$ cat src/rtl/i2f_pkg.sv
// Shared constants and the form encoding for the packed int-to-double unit.
// Assumes the double-precision layout: 1 sign, 11 exponent, 52 fraction bits.
package i2f_pkg;
    typedef enum logic [1:0] {
        FORM_LEG128 = 2'b00,
        FORM_EXT128 = 2'b01,
        FORM_EXT256 = 2'b10,
        FORM_RSVD   = 2'b11
    } form_e;

    localparam int F64_W    = 64;
    localparam int EXP_W    = 11;
    localparam int FRAC_W   = 52;
    localparam int EXP_BIAS = 1023;
    localparam logic [3:0] SPEC_OK = 4'b1111;
endpackage

$ cat src/rtl/i2f_lzc.sv
// Leading-zero counter for a W-bit vector.
// Returns W for an all-zero vector; purely combinational.
module i2f_lzc #(
    parameter int W  = 32,
    parameter int CW = $clog2(W + 1)
) (
    input  logic [W-1:0]  vec,
    output logic [CW-1:0] cnt
);
    // Scan upward; the highest set bit found last sets the count.
    always_comb begin
        cnt = CW'(W);
        for (int i = 0; i < W; i++) begin
            if (vec[i]) cnt = CW'(W - 1 - i);
        end
    end
endmodule

$ cat src/rtl/i2f_lane.sv
// One lane: signed INT_W-bit integer to exact double-precision value.
// Assumes INT_W <= 53 so no rounding is ever needed; zero gives +0.0.
module i2f_lane
    import i2f_pkg::*;
#(
    parameter int INT_W = 32
) (
    input  logic [INT_W-1:0] ival,
    output logic [F64_W-1:0] dval
);
    localparam int CW  = $clog2(INT_W + 1);
    localparam int PAD = FRAC_W - (INT_W - 1);

    logic             sgn;
    logic [INT_W-1:0] mag;
    logic [INT_W-1:0] norm;
    logic [CW-1:0]    lz;
    logic [EXP_W-1:0] bexp;

    // Sign and magnitude; the most negative value wraps to its own magnitude.
    assign sgn  = ival[INT_W-1];
    assign mag  = sgn ? (~ival + 1'b1) : ival;

    i2f_lzc #(.W(INT_W), .CW(CW)) u_lzc (
        .vec (mag),
        .cnt (lz)
    );

    // Normalise so the hidden bit lands at the top; derive the exponent.
    assign norm = mag << lz;
    assign bexp = EXP_W'(EXP_BIAS + INT_W - 1) - EXP_W'(lz);

    // Pack the fields, forcing an exact +0.0 for a zero input.
    always_comb begin
        if (mag == '0) dval = '0;
        else           dval = {sgn, bexp, norm[INT_W-2:0], {PAD{1'b0}}};
    end
endmodule

$ cat src/rtl/i2f_form_dec.sv
// Decodes the form code and checks the spare specifier field.
// Assumes the legacy form ignores the spare field entirely.
module i2f_form_dec
    import i2f_pkg::*;
(
    input  logic [1:0] form,
    input  logic [3:0] spec,
    output logic       conv_upper,
    output logic       keep_upper,
    output logic       bad_op
);
    // Map the form code onto upper-half policy and legality.
    always_comb begin
        conv_upper = (form == FORM_EXT256);
        keep_upper = (form == FORM_LEG128);
        bad_op     = (form == FORM_RSVD) ||
                     ((form != FORM_LEG128) && (spec != SPEC_OK));
    end
endmodule

$ cat src/rtl/pk_i2f64_conv.sv
// Packed signed-integer to double-precision converter with one register stage.
// Lower half lanes always convert; upper lanes convert, keep the old
// destination, or clear, depending on the form. Assumes LANES is even.
module pk_i2f64_conv
    import i2f_pkg::*;
#(
    parameter int INT_W = 32,
    parameter int LANES = 4,
    parameter int SRC_W = INT_W * LANES,
    parameter int DST_W = F64_W * LANES
) (
    input  logic             clk,
    input  logic             rst_n,
    input  logic             in_valid,
    input  logic [1:0]       in_form,
    input  logic [SRC_W-1:0] in_src,
    input  logic [DST_W-1:0] in_old_dst,
    input  logic [3:0]       in_spec,
    output logic             out_valid,
    output logic [DST_W-1:0] out_data,
    output logic             out_wen,
    output logic             out_ud
);
    localparam int NARROW = LANES / 2;

    logic             conv_upper;
    logic             keep_upper;
    logic             bad_op;
    logic [DST_W-1:0] nxt_data;

    i2f_form_dec u_dec (
        .form       (in_form),
        .spec       (in_spec),
        .conv_upper (conv_upper),
        .keep_upper (keep_upper),
        .bad_op     (bad_op)
    );

    for (genvar g = 0; g < LANES; g++) begin : g_lane
        logic [F64_W-1:0] res;

        i2f_lane #(.INT_W(INT_W)) u_lane (
            .ival (in_src[g*INT_W +: INT_W]),
            .dval (res)
        );

        if (g < NARROW) begin : g_low
            // Lower lanes are converted in every form.
            assign nxt_data[g*F64_W +: F64_W] = res;
        end else begin : g_high
            // Upper lanes follow the form's policy.
            assign nxt_data[g*F64_W +: F64_W] =
                conv_upper ? res :
                keep_upper ? in_old_dst[g*F64_W +: F64_W] : '0;
        end
    end

    // Output stage: capture result and flags on an accepted operation.
    always_ff @(posedge clk) begin
        if (!rst_n) begin
            out_valid <= 1'b0;
            out_data  <= '0;
            out_wen   <= 1'b0;
            out_ud    <= 1'b0;
        end else begin
            out_valid <= in_valid;
            if (in_valid) begin
                out_data <= nxt_data;
                out_wen  <= !bad_op;
                out_ud   <= bad_op;
            end
        end
    end
endmodule

$ cat config.mk
export PLATFORM = sky130hd
export DESIGN_NAME = pk_i2f64_conv
export DESIGN_NICKNAME = d
export VERILOG_FILES = /design/src/rtl/i2f_pkg.sv /design/src/rtl/i2f_lzc.sv /design/src/rtl/i2f_lane.sv /design/src/rtl/i2f_form_dec.sv /design/src/rtl/pk_i2f64_conv.sv
export SDC_FILE = /design/constraint.sdc
export NUM_CORES = 1
export LEC_CHECK = 0
export ABC_AREA = 1
export BUFFER_PORTS_ARGS = -buffer_cell sky130_fd_sc_hd__buf_2
export CORE_AREA = 2 2 257 259
export DETAILED_ROUTE_END_ITERATION = 16
export DIE_AREA = 0 0 259 261
export MAX_ROUTING_LAYER = met4
export SYNTH_ARGS = -nofsm -noshare
export SYNTH_HDL_FRONTEND = slang
export SYNTH_SLANG_ARGS = --single-unit
$ cat constraint.sdc
create_clock -name clk -period 4.4 [get_ports clk]
set_input_delay 0.44 -clock clk [delete_from_list [all_inputs] [get_ports clk]]
set_output_delay 0.44 -clock clk [all_outputs]
set_load 0.02 [all_outputs]
# Word-level counts from Yosys, hierarchy flattened
# Index checks and enable logic that the tools add are counted.
# classes
n_mux,140
eq_ne,3
shift,4
bitwise,4
n_reduce_logical,9
add_sub_neg,8
# op_table
cell,n
6-bit 2-to-1 mux,128
64-bit 2-to-1 mux,8
32-bit by 1-bit adder with 32-bit output (second input constant),4
32-bit logical NOT,4
32-bit 2-to-1 mux,4
32-bit inverter,4
32-bit by 6-bit left shift with 31-bit output,4
11-bit by 6-bit subtractor with 11-bit output (first input constant),4
2-bit equality test (second input constant),2
4-bit != test (second input constant),1
2-bit logical NOT,1
2-bit nonzero test,1
1-bit logical AND,1
1-bit logical NOT,1
1-bit logical OR,1
# totals
output_inout_bits,259
word_cells,172
reg_bits,259

# Longest topological paths before layout
# Gate-level depths: netlist (run 1).
# logic_depth
word_depth,38
ltp_mapped,48
ltp_nobuf,48

# Cells and area by module
# Synthesis (run 1) repeated with hierarchy kept, for this count alone.
# hier_totals
hier_cells,5023
hier_area_um2,26220.1
# modules_own_cells
module,cells_each,instances,seq_area_each_um2,area_each_um2
pk_i2f64_conv,1675,1,5185.0,11031.8
i2f_lane (g_lane[0].u_lane ...),725,3,0.0,3340.7
i2f_lane (g_lane[3].u_lane),723,1,0.0,3321.9
i2f_lzc,110,4,0.0,449.2
i2f_form_dec,10,1,0.0,47.5

# Least setup slack after synthesis (run 1)
# Ideal clock, no wire load.
# synth_path
path_kind,input -> register
start,input in_src[1]
end,register out_data[56]
arrival_ns,3.940
setup_time_ns,0.057
path_buffers,1
slack_ns,0.403
stages,28
path_cell_list,inv_1 > ha_1 > inv_1 > nor2_1 > nand3_1 > nor3_2 > nand3_1 > inv_1 > nand2_1 > nor3_1 > nand2_1 > nor3_1 > a31oi_1 > xor2_1 > inv_1 > nor2_1 > o21ai_0 > nand2_1 > nand2_1 > a21oi_2 > clkbuf_1 > ha_1 > inv_1 > nor4_1 > a22oi_1 > o31ai_1 > nand2_1 > inv_1
# synth_via
elab_chain_cells,36
word_cells_on_any_way,37
classes_between,add/sub: 2; mux: 33; bitwise: 1; reduce/logical: 1
# synth_rtl
element,line_no,source
"start, declared",pk_i2f64_conv.sv:16,"input logic [SRC_W-1:0] in_src,"
32-bit inverter,i2f_lane.sv:22,assign mag = sgn ? (~ival + 1'b1) : ival;
32-bit by 1-bit adder with 32-bit output,i2f_lane.sv:22,
32-bit 2-to-1 mux *,i2f_lane.sv:22,
6-bit 2-to-1 mux (31 in series),i2f_lzc.sv:14,if (vec[i]) cnt = CW'(W - 1 - i);
11-bit by 6-bit subtractor with 11-bit output,i2f_lane.sv:31,assign bexp = EXP_W'(EXP_BIAS + INT_W - 1) - EXP_W'(lz);
64-bit 2-to-1 mux *,i2f_lane.sv:35,if (mag == '0) dval = '0;
"end signal, assigned",pk_i2f64_conv.sv:68,out_data <= nxt_data;
"end, declared",pk_i2f64_conv.sv:20,"output logic [DST_W-1:0] out_data,"
# Every way passes the cells marked *; elsewhere a longest branch is shown, timed or not.
# A chain may end at the register's enable or synchronous reset.

# Worst setup path after layout (run 1)
# layout_path
start,input in_src[65]
end,register out_data[186]
# layout_via
elab_chain_cells,37
word_cells_on_any_way,38
classes_between,add/sub: 2; mux: 34; bitwise: 1; reduce/logical: 1
# layout_rtl
element,line_no,source
32-bit inverter,i2f_lane.sv:22,
32-bit by 1-bit adder with 32-bit output,i2f_lane.sv:22,
32-bit 2-to-1 mux *,i2f_lane.sv:22,
6-bit 2-to-1 mux (31 in series),i2f_lzc.sv:14,
11-bit by 6-bit subtractor with 11-bit output,i2f_lane.sv:31,
64-bit 2-to-1 mux *,i2f_lane.sv:35,
64-bit 2-to-1 mux *,pk_i2f64_conv.sv:53,conv_upper ? res :
# Marks and branches as above.

==> impl_results.md, run 1 <==
* IO Pins at 652
* DR iter-0 viols at between 2000 and 3000
* GR Util All Layers at roughly 24%
* Yosys warns at 0
* P_int at roughly 4500 uW
* Highest clock rate at 253 MHz
* Mapped Avg Cell Area at just under 6 um^2
* Static leakage at 0.0134 uW
* Max transition margin at ~29%
* Post-synth EDFFs at 0
* CP arrival at 4.47 ns
* Reg area at 4340 um^2
* Placed inst area at around 25000 um^2
* CTS root buffer: clkbuf_16
* Critical path launch point type: input port
* Synth area leaders: dfxtp_1 22%, nand3_1 21%, nand2_1 18%
* CTS tree: done
* Commonest cells post-synth: 942 x nand2_1, 841 x nand3_1, 291 x inv_1, 217 x dfxtp_1, 192 x a21oi_1
* Setup TNS at 0 ns
* Synthesized instance count at around 3400
* DRT antenna net count at 0
* Clk Latency, worst-skew pair at roughly 0.58 ns
* WL final at ~84000 um
* Sequential fraction of design power at around 28%
* Power Density at approximately 300 nW/um^2
* DRC at 0
* Vias/cell at 5.17
* Hold_buf cts at 0
* Max Root-Sink Buffers at 3
* Hold Path Depth at 2
* Cell Area, Synth at around 20000 um^2
* Worst Max-Slew Pin Slew at ~1.1 ns
* Die Wd at around 260 um
* Buf/Inv on CP at 10
* # Post-CTS Setup Buffers at 0
* Vias in the first global route at between 20000 and 25000
* Ys flop type: dfxtp_1
* # port buffers at slightly below 500
* Clk pwr share at 30.1%
* Initial core utilization at between 30% and 40%
* Core ar. at 65000 um^2
* Crit path depth at 32
* Die H at roughly 260 um
* Period minus WS final at between 3 and 4 ns
* Hold/Removal Path Class: in2reg
* Multi-input gate area at about 13000 um^2
* Place WS at -0.342 ns
* Combinational Power Share at between 40% and 50%
* Max Transition Viols Final at 0
* Final setup vio count at 0
* Crit path kind: in2reg
* Layout area overhead at 27.7%
* Post-synthesis sequential area ratio at a little over a fifth
* Via count at about 25000
* Global-route wire length before repair at 128000 um
* CTS buffer count at 28
* Detailed Routing Iterations Pass 1 at 6
* Cell family with most CP delay: simple AND/OR/NAND/NOR gates
* Reg clk slew, reported paths at around 0.070 ns
* Flops & latches, synth at between 200 and 250
* Detail Placement HPWL at between 60000 and 70000 um
* WL/cell at between 15 and 20 um
* Num rows at 94
* Most frequent cell after synthesis: nand2_1
* Maxcap violations at 0
* # H-tree levels at 1
* CP Data Required Time at 4.92 ns
* CP max-delay cell: or2_1
* Nets at about 4400
* Critical path capture point type: flop
* Layout Cells excl Fill at between 4000 and 5000
* Initial antenna violation count at 2
* Cell taking the most area after synthesis: dfxtp_1
* Share of the synthesized area in the top cell type at 21.7%
* Layout cell share with drive strength beyond 1 at 22.3%
* Worst path max stage delay at 0.33 ns
* Cells after DPL at approximately 4800
* Switching pwr at 3240 uW
* Slack of the critical path at about 0.45 ns
* Max VDD drop at 277 uV
* Fill count at slightly above 7000
* Hold Worst Slack at a little under 0.09 ns
* Final Cell Area at roughly 26000 um^2
* CTS sink count at ~220
* Final period util at between 80% and 90%
* Netlist cell types at 62
* Largest net degree at the start of global routing at 82
* RePlAce Congestion at around 1
* Reg2Reg Depth at 4
* FFs w/ async S/R, synth at 0%
* Die area at just under 70000 um^2
* Sw Ratio at a little over two fifths
* Clk_skew at 0 ns
* Final Hold Fails at 0
* Crit-path max FO at 22
* Grt ovf at 0
* Status: finished clean
==> what timing repair did <==
action	4_1_cts	5_1_grt
gates resized for setup	0	8
endpoints found under the hold margin	0	0
endpoints found under the setup margin	0	46
==> power by group through the flow <==
stage / registers [uW] / clock network (uW) / logic (uW)
2_1_floorplan: 2390 / 0 / 1850
3_3_place_gp: 2230 / 0 / 3200
3_5_place_dp: 2230 / 0 / 3190
4_1_cts: 2190 / 2420 / 3200
5_1_grt: 2210 / 2470 / 3560
6_report: 2190 / 2340 / 3230
==> registers in the layout, indices dropped and copies added, names as in the netlist <==
signal	count
out_data	214
out_valid	1
out_wen	1
out_ud	1
==> routing by layer <==
layer  vias up  global-route usage, %  part of all wire [%]
li1      12500                      -                     -
met1     11600                   31.4                    44
met2      1011                   39.2                    46
met3       124                   2.98                   7.1
met4         0                   7.42                   3.0
met5         -                      -                     0
==> metrics by stage <==
stage	total power, uW	util, %
2_1_floorplan	4240	-
3_3_place_gp	5430	37.8
3_5_place_dp	5420	37.8
4_1_cts	7810	39.2
5_1_grt	8240	39.2
6_report	7760	39.2
==> worst paths after layout <==
kind | end | slack [ns] | start
max reg2reg | out_data[120] | 3.60 | out_data[120]
min reg2reg | out_data[38] | 0.45 | out_data[38]
max | out_data[186] | 0.45 | in_src[65]
min | out_data[209] | 0.09 | in_old_dst[209]
==> final cells by class <==
cell class | instances | area share, %
Multi-Input combinational cell | 2697 | 52.5
Timing Repair Buffer | 717 | 17.7
Sequential cell | 217 | 17.0
Inverter | 335 | 4.95
Tap cell | 864 | 4.24
Clock buffer | 35 | 3.01
Clock inverter | 16 | 0.559
Antenna cell | 2 | 0.0196
==> worst register-to-register path: cells and delay by family, from the launching register on <==
family	cells	cell delay [ns]
flops	1	0.31
simple gates	1	0.06
compound gates	2	0.28
buf+inv	1	0.04
==> layout by cell type (no fill, tap or decap), drive strengths merged, types with 2 or more instances in the layout <==
cell type / n
conb: 42
clkbuf: 35
inv: 333
xnor2: 7
a31oi: 6
nor4: 12
clkinv: 14
o211ai: 12
nand3b: 7
or2: 19
nand3: 846
nand4: 44
nor3: 42
o31ai: 11
a32o: 43
a31o: 2
buf: 717
diode: 2
o21ai: 163
a21boi: 5
xor2: 83
ha: 12
dfxtp: 217
nor2: 185
clkinvlp: 3
a21oi: 197
a22oi: 2
nand2: 949
==> kinds of logic (layout without fill, tap and decap cells) <==
| kind of cell | count (synthesis) | after routing | share of synthesized area, % |
|---|---|---|---|
| XOR/XNOR | 90 | 90 | 4.30 |
| buffers and inverters | 570 | 1103 | 12.2 |
| AO/OA/AOI/OAI | 445 | 445 | 13.2 |
| other | 1 | 44 | 0.0188 |
| flip-flops | 217 | 217 | 21.7 |
| adder cells (fa/ha/maj) | 12 | 12 | 0.751 |
| AND/OR/NAND/NOR | 2108 | 2108 | 47.8 |
Note: power is estimated with default switching activity, not from simulation.
==> run 2, diff against run 1 <==
Settings changed: CORE_AREA 2 2 257 259 to 2 2 255 257, DIE_AREA 0 0 259 261 to 0 0 257 259.
Clock period 4.4 ns to 4.6 ns, I/O delays scaled along.
==> impl_results.md, run 2 (synthesis results as in run 1) <==
* # H-tree levels at 1 (unchanged)
* Hold/Removal Path Class: in2reg
* Worst reg2reg endpoint: out_data[120]
* Place WS at -0.219 ns (+0.123 ns)
* CP max-delay cell: nor2_2
* CP arrival at 4.59 ns (+0.12 ns)
* Layout area overhead at 24.7%
* Most flops, register: out_data
* GR Util All Layers at 24.0% (-0.21 points)
* Cell family with most CP delay: simple AND/OR/NAND/NOR gates
* Final Hold Fails at 0 (unchanged)
* DRT antenna net count at 0 (unchanged)
* Critical path launch point type: input port
* Power Density at 303 nW/um^2 (-0.49%)
* Most common cell after layout, fill and taps aside: nand2_1
* Crit-path max FO at 23 (+4.5%)
* Final Total Pwr at 7540 uW (-2.9%)
* Worst path max stage delay at 0.86 ns (+0.53 ns)
* Critical path capture point type: flop
* Worst r2r src: out_data[120]
* Detailed Routing Iterations Pass 1 at 6 (unchanged)
* Grt ovf at 0 (unchanged)
* Max transition margin at 26.0% (-2.7 points)
* Die H at 259 um (-0.77%)
* # port buffers at 481 (unchanged)
* CTS tree: done
* CP most frequent cell: inv_1
* Clk_skew at 0 ns (unchanged)
* Reg2Reg Depth at 4 (unchanged)
* Global-route wire length before repair at 126000 um (-1.7%)
* Worst R2R Setup Slack at 3.82 ns (+0.22 ns)
* Worst Max-Slew Pin Slew at 1.11 ns (+0.0388 ns)
* Period minus WS final at between 4 and 5 ns
* Crit path kind: in2reg
* Slack of the critical path at 0.518 ns (+0.0675 ns)
* Max reg flops at 214 (unchanged)
* Reg clk slew, reported paths at 0.06 ns (about the same)
* Final period util at between 80 and 90%
* Crit path depth at 27 (-16%)
* DR iter-0 viols at 2549 (+0.91%)
* RePlAce Congestion at 0.981 (-0.98%)
* IO Pins at 652 (unchanged)
* Vias/cell at 5.16 (-0.28%)
* Unrepaired setup endpoints after global routing: false
* Initial antenna violation count at 2 (unchanged)
* CTS buffer count at 29 (+3.6%)
* CTS sink count at 217 (unchanged)
* Initial core utilization at 31.3% (+0.56 points)
* Via count at 24700 (-2.0%)
* Fill count at 7104 (-1.2%)
* Vias in the first global route at 22500 (-2.1%)
* Nets at 4324 (-1.7%)
* Layout cell share with drive strength beyond 1 at 20.8% (-1.5 points)
* CP Data Required Time at 5.11 ns (+0.19 ns)
* Static leakage at 0.0130 uW (-2.7%)
* Status: finished clean
* Hold_buf cts at 0 (unchanged)
* Setup crit end: out_data[217]
* Max Root-Sink Buffers at 3 (unchanged)
* Buf/Inv on CP at 6 (-4)
* Worst setup startpoint: in_src[97]
* Final setup vio count at 0 (unchanged)
* Die Wd at 257 um (-0.77%)
* Detail Placement HPWL at 64100 um (-2.2%)
* WL final at 81700 um (-2.4%)
* Highest clock rate at roughly 240 MHz
* Max VDD drop at 265 uV (-4.3%)
* Maxcap violations at 0 (unchanged)
* Die area at 66600 um^2 (-1.5%)
* Clk Latency, worst-skew pair at 0.58 ns (about the same)
* CTS root buffer: clkbuf_16
* Antenna cells at 0 (-2)
* Most frequent cells in the layout: 942 x nand2_1, 841 x nand3_1, 479 x buf_2, 290 x inv_1, 217 x dfxtp_1
* Largest net degree at the start of global routing at 98 (+20%)
* WL/cell at 17.0 um (-0.65%)
* Max Transition Viols Final at 0 (unchanged)
* Num rows at 93 (-1.1%)
* DRC at 0 (unchanged)
* Core ar. at 63900 um^2 (-1.8%)
-- run 2: changes by cell type in the layout (fill, tap and decap cells not counted), sizes merged --
cell | before | now
clkinvlp | 3 | 2
buf | 717 | 639
clkinv | 14 | 13
inv | 333 | 335
clkbuf | 35 | 34
diode | 2 | 0
bufinv | 1 | 5
-- run 2: stage by stage --
step	TNS [ns]	area, um^2	cells	util (%)	hold slack (ns)
floorplan	0	20100	3484	-	0.531
global placement	-4.05	23800	4742	37.3	0.433
detailed placement	-4.49	23800	4742	37.3	0.435
CTS	0	24900	4796	38.9	0.0895
global route	0	24900	4797	39.0	0.0985
finish	0	24900	4797	39.0	0.130
-- run 2: power breakdown --
part	total (uW)	internal (uW)	switching [uW]
sequential	2100	2020	77.8
clock	2470	1490	980
combinational	2980	981	2000
-- run 2: worst min path at each step --
stage                          from       endpoint  cells after the start  slack, ns
floorplan              out_data[35]   out_data[35]                      2       0.53
global placement       out_data[61]   out_data[61]                      2       0.43
detailed placement     out_data[61]   out_data[61]                      2       0.43
CTS                 in_old_dst[196]  out_data[196]                      2       0.09
global route        in_old_dst[200]  out_data[200]                      2        0.1
finish              in_old_dst[201]  out_data[201]                      2       0.13
-- run 2: per-layer routing --
| layer | GRT usage (%) | vias to the layer above | wire length (um) |
|---|---|---|---|
| met3 | 3.16 | 110 | 5780 |
| li1 | - | 12400 | - |
| met5 | - | - | 0 |
| met1 | 31.3 | 11300 | 36100 |
| met2 | 39.0 | 987 | 37700 |
| met4 | 6.12 | 0 | 2040 |
-- run 2: final cells by class --
type,instances,area (um^2),share of cell area [%]
repair buffers,639,3810,15.3
clock buffers,34,764,3.07
inverters,335,1260,5.07
well taps,855,1070,4.29
clock inverters,20,268,1.07
flip-flops and latches,217,4340,17.4
multi-input cells,2697,13400,53.8
-- run 2: repair_timing --
action / CTS / global route
endpoints found under the setup margin: 0 / 2
endpoints found under the hold margin: 0 / 0
gates resized for setup: 0 / 3
setup buffers: 0 / 0
==> run 3, diff against run 2 <==
Settings changed: ABC_AREA 1 to not set.
==> impl_results.md, run 3 <==
* Yosys warns at 0 (unchanged)
* Hold_buf cts at 0 (unchanged)
* Post-synthesis sequential area ratio at 18.7% (-3.0 points)
* Via count at 29900 (+21%)
* Commonest cells post-synth: 331 x nand2_1, 270 x nor2_1, 219 x o21ai_0, 217 x dfxtp_1, 195 x clkbuf_1
* Cells after DPL at 5041 (+6.3%)
* CTS buffer count at 27 (-6.9%)
* Worst R2R Setup Slack at 3.21 ns (-0.61 ns)
* # Post-CTS Setup Buffers at 0 (unchanged)
* Core ar. at 63900 um^2 (unchanged)
* Static leakage at 0.0145 uW (+12%)
* M2 GR Usage at 53.3% (+14 points)
* Layout cell share with drive strength beyond 1 at 34.4% (+14 points)
* Clk pwr share at 27.3% (-5.4 points)
* Max VDD drop at 277 uV (+4.7%)
* Num rows at 93 (unchanged)
* Worst reg2reg endpoint: out_data[170]
* CTS root buffer: clkbuf_16
* Reg clk slew, reported paths at 0.06 ns (about the same)
* Mapped Avg Cell Area at 7.23 um^2 (+25%)
* P_int at 5160 uW (+15%)
* Max Root-Sink Buffers at 3 (unchanged)
* Initial antenna violation count at 0 (-2)
* Place WS at -0.305 ns (-0.0860 ns)
* GRT met1 Usage at 43.4% (+12 points)
* Final Cell Area at 32400 um^2 (+30%)
* Power Density at 262 nW/um^2 (-14%)
* Share of the synthesized area in the top cell type at 18.7% (-3.0 points)
* IO Pins at 652 (unchanged)
* Grt peak-use layer: met2
* # H-tree levels at 1 (unchanged)
* Final period util at 95.9% (+7.1 points)
* Initial core utilization at 36.3% (+5.0 points)
* Ys flop type: dfxtp_1
* Fin util at 50.7% (+12 points)
* Switching pwr at 3320 uW (+8.6%)
* Synthesized instance count at 3207 (-6.9%)
* Maxcap violations at 0 (unchanged)
* WL final at 114000 um (+39%)
* Most frequent cell after synthesis: nand2_1
* CTS sink count at 217 (unchanged)
* Critical path capture point type: flop
* Flops & latches, synth at 217 (unchanged)
* Most common cell after layout, fill and taps aside: buf_4
* DR iter-0 viols at 3204 (+26%)
* Slack of the critical path at 0.190 ns (-0.328 ns)
* Unrepaired setup endpoints after global routing: false
* Final setup vio count at 0 (unchanged)
* Period minus WS final at 4.41 ns (+0.328 ns)
* Most frequent cells in the layout: 753 x buf_4, 480 x buf_2, 331 x nand2_1, 268 x nor2_1, 219 x o21ai_0
* Detailed Routing Iterations Pass 1 at 6 (unchanged)
* Die H at 259 um (unchanged)
* Post-synth EDFFs at 0 (unchanged)
* CTS tree: done
* Netlist cell types at 111 (+79%)
* Clk Latency, worst-skew pair at 0.58 ns (about the same)
* Vias in the first global route at 27900 (+24%)
* Most flops, register: out_data
* Crit-path max FO at 6 (-74%)
* Detail Placement HPWL at 91700 um (+43%)
* Cell Area, Synth at 23200 um^2 (+16%)
* Die area at 66600 um^2 (unchanged)
* Critical path launch point type: input port
* Max Transition Viols Final at 0 (unchanged)
* Reg2Reg Depth at 4 (unchanged)
* Status: finished clean
* Highest clock rate at 227 MHz (-7.4%)
* WHS Endpoint: out_data[144]
* Grt ovf at 0 (unchanged)
* CP Data Required Time at 5.07 ns (-0.04 ns)
* DRT antenna net count at 0 (unchanged)
* Layout area overhead at 39.8%
* Fill count at 6480 (-8.8%)
* Hold/Removal Path Class: in2reg
* Final Hold Fails at 0 (unchanged)
* GR Util All Layers at 33.3% (+9.3 points)
* Cell taking the most area after synthesis: dfxtp_1
* WL/cell at 22.3 um (+31%)
* Max reg flops at 214 (unchanged)
* Combinational Power Share at 47.5% (+8.0 points)
* Clk_skew at 0 ns (unchanged)
* Synth area leaders: dfxtp_1 19%, mux2i_1 7.9%, nand2_1 5.4%
* RePlAce Congestion at 1.05 (+7.1%)
* Max transition margin at 31.7% (+5.7 points)
* Met3 usage at 4.67% (+1.5 points)
* Hold Path Depth at 2 (unchanged)
* FFs w/ async S/R, synth at 0% (unchanged)
* Sequential fraction of design power at 25.2% (-2.6 points)
* Nets at 4620 (+6.8%)
* Sw Ratio at 39.1% (-1.4 points)
* Worst r2r src: out_data[170]
* Global-route wire length before repair at 171000 um (+35%)
* Placed inst area at 31400 um^2 (+32%)
* Worst Max-Slew Pin Slew at 1.02 ns (-0.0847 ns)
* Hold path startpoint: in_old_dst[144]
* CP arrival at 4.88 ns (+0.29 ns)
* Die Wd at 257 um (unchanged)
* # port buffers at 481 (unchanged)
* Layout Cells excl Fill at 5092 (+6.1%)
* Vias/cell at 5.88 (+14%)
* Crit path kind: in2reg
* Largest net degree at the start of global routing at 73 (-26%)
* DRC at 0 (unchanged)
run 3: cell families (layout without fill, tap and decap cells):
family | after synthesis | after routing | synth area share [%]
AND/OR/NAND/NOR | 1125 | 1125 | 23.7
buffers and inverters | 373 | 1361 | 7.40
AO/OA/AOI/OAI | 1105 | 1105 | 33.7
XOR/XNOR | 135 | 135 | 5.10
other | 1 | 43 | 0.0162
adder cells (fa/ha/maj) | 12 | 12 | 0.648
flip-flops | 217 | 217 | 18.7
multiplexers | 239 | 239 | 10.7
run 3: power groups by stage:
stage,Clock (uW),Combinational [uW],Sequential [uW]
final,2320,4020,2140
after global routing,2440,4280,2140
after floorplan,0,1900,2290
after detailed placement,0,3920,2170
after global placement,0,3930,2170
after CTS,2370,3950,2130
run 3: area by class of cell:
type	count	area [um^2]	area share, %
repair buffers	1251	8420	26.0
diodes	1	2.50	0.00773
multi-input cells	2658	17400	53.6
inverters	60	225	0.695
clock buffers	36	769	2.38
well taps	855	1070	3.30
flip-flops and latches	217	4340	13.4
clock inverters	14	188	0.579
run 3: how the worst max path moves through the flow:
stage                     from             to  slack [ns]  depth (start not counted)
finish              in_src[96]  out_data[231]        0.19                         18
detailed placement  in_src[64]  out_data[163]       -0.31                         19
CTS                 in_src[64]  out_data[163]        0.30                         19
floorplan           in_src[64]  out_data[184]        0.05                         19
global route        in_src[97]  out_data[231]       0.006                         18
global placement    in_src[64]  out_data[167]       -0.32                         20
run 3: what timing repair did:
action                                  in CTS  in global routing
endpoints found under the setup margin       0                  9
resized for setup                            0                  5
hold endpoints to repair                     0                  0
run 3: metal layers:
| layer | share of wire [%] | vias to the layer above |
|---|---|---|
| li1 | - | 14100 |
| met1 | 43 | 14200 |
| met2 | 46 | 1405 |
| met5 | 0 | - |
| met3 | 7.7 | 186 |
| met4 | 3.4 | 0 |
run 3: metrics by stage:
| step | power [uW] | hold slack (ns) | TNS [ns] |
|---|---|---|---|
| 3_3_place_gp | 6100 | 0.429 | -9.84 |
| 4_1_cts | 8450 | 0.0659 | 0 |
| 5_1_grt | 8860 | 0.0680 | 0 |
| 6_report | 8480 | 0.0982 | 0 |
| 2_1_floorplan | 4190 | 0.521 | 0 |
| 3_5_place_dp | 6090 | 0.431 | -11.14 |
run 3: worst max-delay path, cell delays in order:
cell	delay [ns]
buf_2	0.11
inv_1	0.07
ha_1	0.17
or4b_2	0.73
nor4_2	0.19
buf_4	0.19
nand3_1	0.20
o21a_1	0.25
o32ai_1	0.29
nand2_1	0.20
o21ai_2	0.41
nor2_1	0.10
a221o_1	0.35
a221oi_2	0.46
mux2i_1	0.13
a221oi_1	0.30
buf_4	0.20
nor2_1	0.04
